--- config.mk ---
export PLATFORM = sky130hd
export DESIGN_NAME = rate_class
export DESIGN_NICKNAME = d
export VERILOG_FILES = /design/src/rtl/rate_class.sv
export SDC_FILE = /design/constraint.sdc
export NUM_CORES = 1
export LEC_CHECK = 0
export BUFFER_PORTS_ARGS = -buffer_cell sky130_fd_sc_hd__buf_2
export CAP_MARGIN = 25
export CORE_MARGIN = 2
export CORE_UTILIZATION = 38
export DETAILED_ROUTE_END_ITERATION = 8
export PLACE_DENSITY = 0.7
export SYNTH_ARGS = -nofsm -noshare
export SYNTH_HDL_FRONTEND = slang
export SYNTH_SLANG_ARGS = --single-unit
export TNS_END_PERCENT = 20
--- constraint.sdc ---
create_clock -name clk -period 2 [get_ports clk]
set_input_delay 0.2 -clock clk [delete_from_list [all_inputs] [get_ports clk]]
set_output_delay 0.2 -clock clk [all_outputs]
set_load 0.03 [all_outputs]
--- src/rtl/rate_class.sv ---
module rate_class #(
  parameter int RATE_W     = 8,
  parameter int LO_TH      = 8,
  parameter int HI_TH      = 32,
  parameter int HOLD_TICKS = 500
) (
  input  logic              clk,
  input  logic              rst_n,
  input  logic              tick,
  input  logic              rate_vld,
  input  logic [RATE_W-1:0] rate,
  output logic [2:0]        rate_code,
  output logic              ovld,
  output logic              edv_inhibit
);
  localparam int CNT_W = $clog2(HOLD_TICKS + 1);
  localparam logic [2:0] CODE_LO  = 3'b000;
  localparam logic [2:0] CODE_MID = 3'b001;
  localparam logic [2:0] CODE_HI  = 3'b010;

  logic             over_q;
  logic [CNT_W-1:0] hold_cnt;

  wire is_hi  = rate > RATE_W'(HI_TH);
  wire is_mid = rate >= RATE_W'(LO_TH);

  assign edv_inhibit = ovld;

  always_ff @(posedge clk or negedge rst_n) begin
    if (!rst_n) begin
      rate_code <= CODE_LO;
      ovld      <= 1'b0;
      over_q    <= 1'b0;
      hold_cnt  <= '0;
    end else if (rate_vld) begin
      rate_code <= is_hi ? CODE_HI : (is_mid ? CODE_MID : CODE_LO);
      over_q    <= is_hi;
      if (is_hi) begin
        ovld     <= 1'b1;
        hold_cnt <= CNT_W'(HOLD_TICKS);
      end else if (over_q) begin
        hold_cnt <= CNT_W'(HOLD_TICKS);
      end
    end else if (tick && ovld && !over_q) begin
      hold_cnt <= hold_cnt - 1'b1;
      if (hold_cnt == CNT_W'(1)) ovld <= 1'b0;
    end
  end
endmodule

==> impl_metrics.yaml, run 1 <==
pwr:
  pwr-share-seq_pct: 54.4
  ir_drop_mv: 0.2888
  internal-power_mw: 0.3428
  power.switching_mw: 0.1230
  combPwrFrac_pct: 13.1
  swShare_pct: 26.41
  p_leak_nw: 0.2986
  power_frac_clock_pct: 32.6
  p_per_area_nw_per_um2: 585.4
clocking:
  clk_pin_slew_ps: 70
  clk_path_buf_depth: 2
  htree_levels: 1
  cts_sinks: 12
  cts_tree: "built"
  ctsResizeCount: 0
  clk_latency_ps: 280
  cts_setup_buffers: 0
  holdBufCountCts: 1
  cts_root_buffer: "clkbuf_4"
  numCtsBuffers: 3
synthesis:
  synth_cell_types: 33
  synth_edf_count: 0
  syn_nets: 81
  syn_inst: 67
  ys_top_cells_by_area: "dfrtp_1 (44%), xor2_1 (5.1%), nand2_1 (4.4%), ha_1 (3.7%), buf_4 (3.3%)"
  synth_top_area_cell: "dfrtp_1"
  synth_area_um2: 684.4
  ys.flop_type: "dfrtp_1"
  ys_warn_count: 0
  synth_seq_area_share_pct: 43.88
  synth.avg_cell_area_um2: 10.22
  synth_seq_cells: 12
  synth_top_cell_area_share_pct: 43.88
  postSynth.asyncResetShare_pct: 100.0
final_layout:
  final_util_pct: 46.59
  drive_above_1_share_pct: 31.71
  insertedDiodeCount: 0
  final_cell_mix: "buf_2 (15), dfrtp_1 (12), nand2_1 (8), xor2_1 (4), nor2_1 (4)"
  area_growth_pct: 16.27
  final_area_um2: 795.8
  nNetsFinal: 98
  final_common_cell: "buf_2"
critical_path:
  cp.required_ps: 2150
  critPathArrivalTime_ps: 1730
  crit_path_end_kind: "flip-flop"
  r2r_setup_slack_ps: 420
  reg2reg_depth: 4
  worst_setup_path_start_kind: "flip-flop"
  reg2reg_from: "over_q$_DFFE_PN0P_"
  critPathKind: "reg2reg"
  crit_slowest_cell: "and4bb_2"
  worstPathCellList: "and4bb_2 -> nor4bb_1 -> xnor2_1 -> nand2_1"
  path_max_fanout: 12
  slowest_delay_ps: 480
  r2r-end: "hold_cnt[4]$_DFFE_PN0P_"
outcome:
  status: "finished clean"
placed_design:
  io_buffers: 15
  dpl.hpwl_um: 966.8
  gp_congestion: 0.7539
  dpl_cell_area_um2: 763.2
  post-place-ws_ps: 416.7
timing:
  rsz0062_at_grt: "false"
  finalSetupViolCount: 0
  timing.fmax_ghz: 0.6311
  fin_crit_sh_pct: 79.23
  slew_headroom_pct: 65.68
  finalHoldViolCount: 0
  worstMarginPinSlew_ps: 510.1
  period_minus_slack_ps: 1585
  skew_ps: 1.225
  drv_slew: 0
  layout_setup_ws_ps: 415.4
  setup-tns-final_ps: 0
floorplan:
  die_x_um: 46.44
  die_area_um2: 2157
  num_rows: 15
  core_area_um2: 1708
  die_h_um: 46.44
  start_util_pct: 40.07
  io_pins: 17
grt:
  grt_pass1_vias: 495
  grtUsageTotal_pct: 14.21
  overflow: 0
  antenna_found_initial: 0
  grt_start_max_net_pins: 13
  grt_pass1_wl_um: 2035
min_path:
  worstHoldEndpoint: "rate_code[0]$_DFFE_PN0P_"
  hold_class: "in2reg"
  hold_depth: 2
  holdCritStartpoint: "rate_vld"
route:
  via_per_inst: 4.963
  wl_per_cell_um: 11.83
  dr.pass1.iters: 4
  dr_total_vias: 531
  drc: 0
  antenna_left: 0
  drtIter0Drc: 6
  wl_um: 1266
job:
  cap_violations: 0
kinds of logic (layout without fill, tap and decap cells):
kind of cell | count (synthesis) | count (layout) | synth area share (%)
other | 1 | 1 | 0.5479
AO/OA/AOI/OAI | 9 | 9 | 12.25
adder cells (fa/ha/maj) | 2 | 2 | 3.656
multiplexers | 2 | 2 | 3.108
buffers and inverters | 7 | 22 | 5.666
XOR/XNOR | 6 | 6 | 7.678
flip-flops | 12 | 12 | 43.88
AND/OR/NAND/NOR | 28 | 28 | 23.22
worst max path at each step:
stage	to	startpoint	cells after the start
2_1_floorplan	hold_cnt[8]$_DFFE_PN0P_	edv_inhibit$_DFFE_PN0P_	5
3_3_place_gp	hold_cnt[4]$_DFFE_PN0P_	over_q$_DFFE_PN0P_	4
3_5_place_dp	hold_cnt[4]$_DFFE_PN0P_	over_q$_DFFE_PN0P_	4
4_1_cts	hold_cnt[4]$_DFFE_PN0P_	over_q$_DFFE_PN0P_	4
5_1_grt	hold_cnt[4]$_DFFE_PN0P_	over_q$_DFFE_PN0P_	4
6_report	hold_cnt[4]$_DFFE_PN0P_	over_q$_DFFE_PN0P_	4
state kept, by name, indices dropped and copies added, names as in the netlist:
signal / cells
edv_inhibit: 1
hold_cnt: 9
over_q: 1
rate_code: 1
area by class of cell:
class	instances	area [µm²]
clock buffers	3	22.52
repair buffers	16	85.08
well taps	25	31.28
inverters	3	11.26
flip-flops and latches	12	300.3
multi-input cells	48	345.3
fillers	167	912.1
cell usage after synthesis, types with 2 or more instances:
cell type,instances
buf_4,3
dfrtp_1,12
ha_1,2
inv_1,3
nand2_1,8
nand3_1,2
nand4_1,2
nor2_1,4
nor3_1,2
o31ai_1,2
xnor2_1,2
xor2_1,4
routing by layer:
metal	global-route usage (%)	share of wire, %
met3	3.529	3.2
met4	11.43	2.5
met2	20.83	50
met5	0	0
met1	17.39	45
critical path: cells and delay by family, from the launching register on:
| family | cells | cell delay [ps] |
|---|---|---|
| xor gates and xnor gates | 1 | 160 |
| and+or+nand+nor | 3 | 850 |
| DFF | 1 | 440 |
metrics by stage:
| stage | total power, mW | hold slack (ps) | instances |
|---|---|---|---|
| finish | 0.4659 | 187.2 | 107 |
| global route | 0.4906 | 197.7 | 107 |
| CTS | 0.4704 | 180.5 | 107 |
| detailed placement | 0.3183 | 92.02 | 103 |
| global placement | 0.3161 | 92.64 | 103 |
| floorplan | 0.2941 | -95.59 | 67 |
power groups by stage:
| stage | Sequential [mW] | Combinational [mW] | Clock, mW |
|---|---|---|---|
| floorplan | 0.259 | 0.0346 | 0 |
| global route | 0.254 | 0.0678 | 0.168 |
| global placement | 0.258 | 0.0580 | 0 |
| detailed placement | 0.258 | 0.0601 | 0 |
| CTS | 0.253 | 0.0617 | 0.155 |
| finish | 0.253 | 0.0609 | 0.152 |
No activity file was read; power rests on OpenSTA's default activity.
==> run 2, diff against run 1 <==
--- a/config.mk
+++ b/config.mk
@@ -10,7 +10,7 @@
 export CORE_MARGIN = 2
 export CORE_UTILIZATION = 38
 export DETAILED_ROUTE_END_ITERATION = 8
-export PLACE_DENSITY = 0.7
+export PLACE_DENSITY = 0.73
 export SYNTH_ARGS = -nofsm -noshare
 export SYNTH_HDL_FRONTEND = slang
 export SYNTH_SLANG_ARGS = --single-unit
==> constraint.sdc (replaced) <==
create_clock -name clk -period 1.4 [get_ports clk]
set_input_delay 0.14 -clock clk [delete_from_list [all_inputs] [get_ports clk]]
set_output_delay 0.14 -clock clk [all_outputs]
set_load 0.03 [all_outputs]
==> run 2 against run 1 <==
Fmax increased by 18%. Worst hold slack got worse by 53 ps. Non-clock buffer count increased by 11. Critical path depth increased by 1. Worst setup slack got worse by 360 ps. Largest power group unchanged. Total power increased by 49%. First-iteration DRC count increased by 130%. Critical endpoint is now hold_cnt[8]$_DFFE_PN0P_. Largest cell class unchanged. Combinational power increased by 77%.
==> impl_metrics.yaml, run 2 (synthesis gave the netlist of run 1 again) <==
final_layout:
  final_common_cell: "buf_2"
  final_area_um2: 908.4
  area_growth_pct: 32.72
  final_cell_mix: "buf_2 (15), dfrtp_1 (11), buf_4 (9), nand2_1 (8)"
  drive_above_1_share_pct: 43.62
  stdcell_count: 119
  multi_input_area_um2: 362.8
  fillers: 152
  regMostFlops: "hold_cnt"
  nNetsFinal: 109
  insertedDiodeCount: 0
  regArea_um2: 301.5
  largest_reg_flops: 9
  final_util_pct: 53.19
route:
  drtIter0Drc: 14
  dr_total_vias: 585
  wl_um: 1420
  wl_per_cell_um: 11.93
  via_per_inst: 4.916
  drc: 0
  antenna_left: 0
  dr.pass1.iters: 4
timing:
  timing.hold.ws_ps: 134.3
  rsz0062_at_grt: "true"
  skew_ps: 8.680
  drv_slew: 0
  fin_crit_sh_pct: 96.08
  setup-tns-final_ps: 0
  layout_setup_ws_ps: 54.94
  finalSetupViolCount: 0
  finalHoldViolCount: 0
  timing.fmax_ghz: 0.7435
  period_minus_slack_ps: 1345
placed_design:
  dp_cells: 113
  dpl_cell_area_um2: 839.6
  gp_congestion: 0.8013
  dpl.hpwl_um: 1079
  io_buffers: 15
  post-place-ws_ps: -1.042
grt:
  grt_start_max_net_pins: 13
  overflow: 0
  grt_pass1_vias: 516
  grt_pass1_wl_um: 2125
  antenna_found_initial: 0
  grtUsageTotal_pct: 14.23
clocking:
  cts_tree: "built"
  clk_pin_slew_ps: 80
  clk_latency_ps: 280
  htree_levels: 1
  numCtsBuffers: 3
  clk_path_buf_depth: 2
  cts_root_buffer: "clkbuf_4"
  cts_sinks: 12
floorplan:
  num_rows: 15
  start_util_pct: 40.07
  core_area_um2: 1708
  io_pins: 17
  die_area_um2: 2157
  die_h_um: 46.44
  die_x_um: 46.44
critical_path:
  critPathKind: "reg2reg"
  cp.required_ps: 1560
  path_max_fanout: 4
  endpoint: "hold_cnt[8]$_DFFE_PN0P_"
  r2r_setup_slack_ps: 50
  critPathArrivalTime_ps: 1500
  reg2reg_depth: 5
  crit_start: "hold_cnt[4]$_DFFE_PN0P_"
  r2r-end: "hold_cnt[8]$_DFFE_PN0P_"
  worst_setup_path_start_kind: "flip-flop"
  reg2reg_from: "hold_cnt[4]$_DFFE_PN0P_"
  crit_path_end_kind: "flip-flop"
outcome:
  status: "finished clean"
min_path:
  hold_class: "in2reg"
pwr:
  p_leak_nw: 0.3561
  power.total_mw: 0.6939
  ir_drop_mv: 0.6274
  p_per_area_nw_per_um2: 763.9
job:
  cap_violations: 0
==> run 2: area by class of cell <==
type	instances	area share (%)
Multi-Input combinational cell	48	39.94
Clock buffer	4	2.893
Inverter	3	1.240
Tap cell	25	3.444
Sequential cell	12	33.20
Timing Repair Buffer	27	19.28
==> run 2: layer usage <==
layer  track usage (%)  share of wire, %  vias to the layer above
li1                  -                 -                      288
met1             16.75                44                      283
met2             24.72                52                       14
met3             5.882               3.9                        0
met4             1.714                 0                        0
met5                 0                 0                        -
==> run 2: worst max-delay path, cell delays in order, from the launching register on <==
cell     delay (ps)
dfrtp_1         440
nor4_2          290
buf_4           160
nand4_1         100
xor2_1          170
nand2_1          70
==> run 2: power breakdown <==
group | switching (mW) | total (mW) | internal (mW) | leakage [nW]
combinational | 0.0572 | 0.108 | 0.0511 | 0.215
clock | 0.115 | 0.225 | 0.110 | 0.0150
sequential | 0.00645 | 0.360 | 0.354 | 0.126
total | 0.179 | 0.694 | 0.515 | 0.356
==> run 2: worst min-delay path by stage <==
| stage | start | to | slack [ps] | cells past startpoint |
|---|---|---|---|---|
| 2_1_floorplan | rst_n | edv_inhibit$_DFFE_PN0P_ | -160 | 0 |
| 3_3_place_gp | rst_n | hold_cnt[0]$_DFFE_PN0P_ | 30 | 1 |
| 3_5_place_dp | rst_n | hold_cnt[0]$_DFFE_PN0P_ | 30 | 1 |
| 4_1_cts | rate_vld | rate_code[0]$_DFFE_PN0P_ | 130 | 2 |
| 5_1_grt | rate_vld | rate_code[0]$_DFFE_PN0P_ | 130 | 2 |
| 6_report | rate_vld | rate_code[0]$_DFFE_PN0P_ | 130 | 2 |
==> run 2: repair_timing <==
item	in CTS	in global routing
hold buffers	1	0
setup buffers	0	1
endpoints found under the hold margin	12	0
setup endpoints to repair	0	4
resized for setup	0	5
==> run 3, diff against run 2 <==
--- a/config.mk
+++ b/config.mk
@@ -7,10 +7,13 @@
 export LEC_CHECK = 0
 export BUFFER_PORTS_ARGS = -buffer_cell sky130_fd_sc_hd__buf_2
 export CAP_MARGIN = 25
+export CELL_PAD_IN_SITES_DETAIL_PLACEMENT = 0
+export CELL_PAD_IN_SITES_GLOBAL_PLACEMENT = 1
+export CORE_ASPECT_RATIO = 1.2
 export CORE_MARGIN = 2
-export CORE_UTILIZATION = 38
+export CORE_UTILIZATION = 34
 export DETAILED_ROUTE_END_ITERATION = 8
-export PLACE_DENSITY = 0.73
+export PLACE_DENSITY = 0.81
 export SYNTH_ARGS = -nofsm -noshare
 export SYNTH_HDL_FRONTEND = slang
 export SYNTH_SLANG_ARGS = --single-unit
==> run 3 against run 2 <==
Routed wire length increased by 2.9%. Sequential power about the same. Final cell count decreased by 2.5%. Combinational power increased by 4%.
==> impl_metrics.yaml, run 3 (synthesis gave the netlist of run 1 again) <==
floorplan:
  start_util_pct: 36.56
  die_area_um2: 2389
  io_pins: 17
  die_x_um: 44.96
  num_rows: 17
  die_h_um: 53.15
  core_area_um2: 1872
clocking:
  cts_tree: "built"
  clk_path_buf_depth: 2
  clk_latency_ps: 270
  cts_setup_buffers: 0
  htree_levels: 1
  numCtsBuffers: 3
  cts_root_buffer: "clkbuf_4"
  cts_sinks: 12
  clk_pin_slew_ps: 80
pwr:
  ir_drop_mv: 0.4134
  p_leak_nw: 0.3740
  power.total_mw: 0.7489
  p_per_area_nw_per_um2: 809.9
grt:
  overflow: 0
  grt_start_max_net_pins: 13
  grt_pass1_vias: 558
  grtUsageTotal_pct: 13.31
  antenna_found_initial: 0
  grt_pass1_wl_um: 2318
critical_path:
  critPathArrivalTime_ps: 1520
  crit_buf_inv: 1
  cp.required_ps: 1560
  worst_setup_path_start_kind: "flip-flop"
  critPathKind: "reg2reg"
  crit_path_end_kind: "flip-flop"
  crit_slowest_cell: "dfrtp_1"
  reg2reg_depth: 5
  worstPathCellList: "and4bb_2 -> buf_6 -> nand2_1 -> xnor2_1 -> and2_2"
  cp_top_family: "simple AND/OR/NAND/NOR gates"
  cp.depth: 5
  slowest_delay_ps: 400
  path_max_fanout: 8
timing:
  skew_ps: 3.465
  timing.fmax_ghz: 0.7375
  drv_slew: 0
  timing.hold.ws_ps: 184.4
  rsz0062_at_grt: "true"
  period_minus_slack_ps: 1356
  finalSetupViolCount: 0
  finalHoldViolCount: 0
  fin_crit_sh_pct: 96.85
final_layout:
  regMostFlops: "hold_cnt"
  fillers: 181
  area_growth_pct: 35.10
  largest_reg_flops: 9
  stdcell_count: 116
  final_util_pct: 49.40
  final_cell_mix: "buf_2 (15), buf_4 (13), dfrtp_1 (11), nand2_1 (8)"
  nNetsFinal: 112
  final_common_cell: "buf_2"
  drive_above_1_share_pct: 45.36
  insertedDiodeCount: 0
route:
  dr_total_vias: 606
  wl_um: 1461
  wl_per_cell_um: 12.59
  drtIter0Drc: 15
  drc: 0
  via_per_inst: 5.224
  antenna_left: 0
  dr.pass1.iters: 4
min_path:
  hold_depth: 3
  hold_class: "in2reg"
placed_design:
  dpl.hpwl_um: 1100
  dp_cells: 111
  io_buffers: 15
  gp_congestion: 0.7271
outcome:
  status: "finished clean"
job:
  cap_violations: 0
## run 3: path summary, 6_finish.rpt
check                                         from  slack, ps                       end
max in group asynchronous                    rst_n        880   edv_inhibit$_DFFE_PN0P_
max                             over_q$_DFFE_PN0P_         40   hold_cnt[3]$_DFFE_PN0P_
max reg2reg                     over_q$_DFFE_PN0P_         40   hold_cnt[3]$_DFFE_PN0P_
min in group asynchronous                    rst_n        280   hold_cnt[8]$_DFFE_PN0P_
min                                        rate[5]        180  rate_code[0]$_DFFE_PN0P_
min reg2reg                edv_inhibit$_DFFE_PN0P_        530   edv_inhibit$_DFFE_PN0P_
## run 3: final cells by class
class                   instances  area, µm²  share of cell area [%]
multi-input cells              48      357.8                   38.70
flip-flops and latches         12      301.5                   32.61
repair buffers                 30      193.9                   20.97
clock buffers                   4      36.28                   3.924
well taps                      19      23.77                   2.571
inverters                       3      11.26                   1.218
## run 3: what timing repair did
| item | CTS | global route |
|---|---|---|
| resized for setup | 0 | 3 |
| endpoints found under the setup margin | 0 | 5 |
| hold buffers | 1 | 0 |
| hold endpoints to repair | 12 | 0 |
## run 3: tightest hold or removal path: stages
cell	delay, ps
buf_2	110
o31ai_1	70
o22ai_1	100
## run 3: layer usage
| metal | vias up | part of all wire, % | global-route usage, % | wire (µm) |
|---|---|---|---|---|
| met4 | 0 | 0 | 6.373 | 0 |
| met2 | 20 | 54 | 21.43 | 786 |
| met5 | - | 0 | 0 | 0 |
| met3 | 0 | 4.0 | 3.072 | 59 |
| met1 | 293 | 42 | 16.39 | 615 |
| li1 | 293 | - | - | - |
## run 3: power breakdown
part | switching [mW] | total, mW | internal (mW)
combinational | 0.0582 | 0.112 | 0.0538
sequential | 0.00596 | 0.360 | 0.354
clock | 0.119 | 0.277 | 0.158
total | 0.183 | 0.749 | 0.565
## run 3: per-stage QoR
step	setup slack (ps)	setup TNS, ps	instance area [µm²]
final	44.13	0	924.6
after global routing	-31.21	-54.04	924.6
after CTS	18.14	0	908.4
after detailed placement	-9.801	-9.801	862.1
after global placement	6.978	0	862.1
after floorplan	52.04	0	685.7
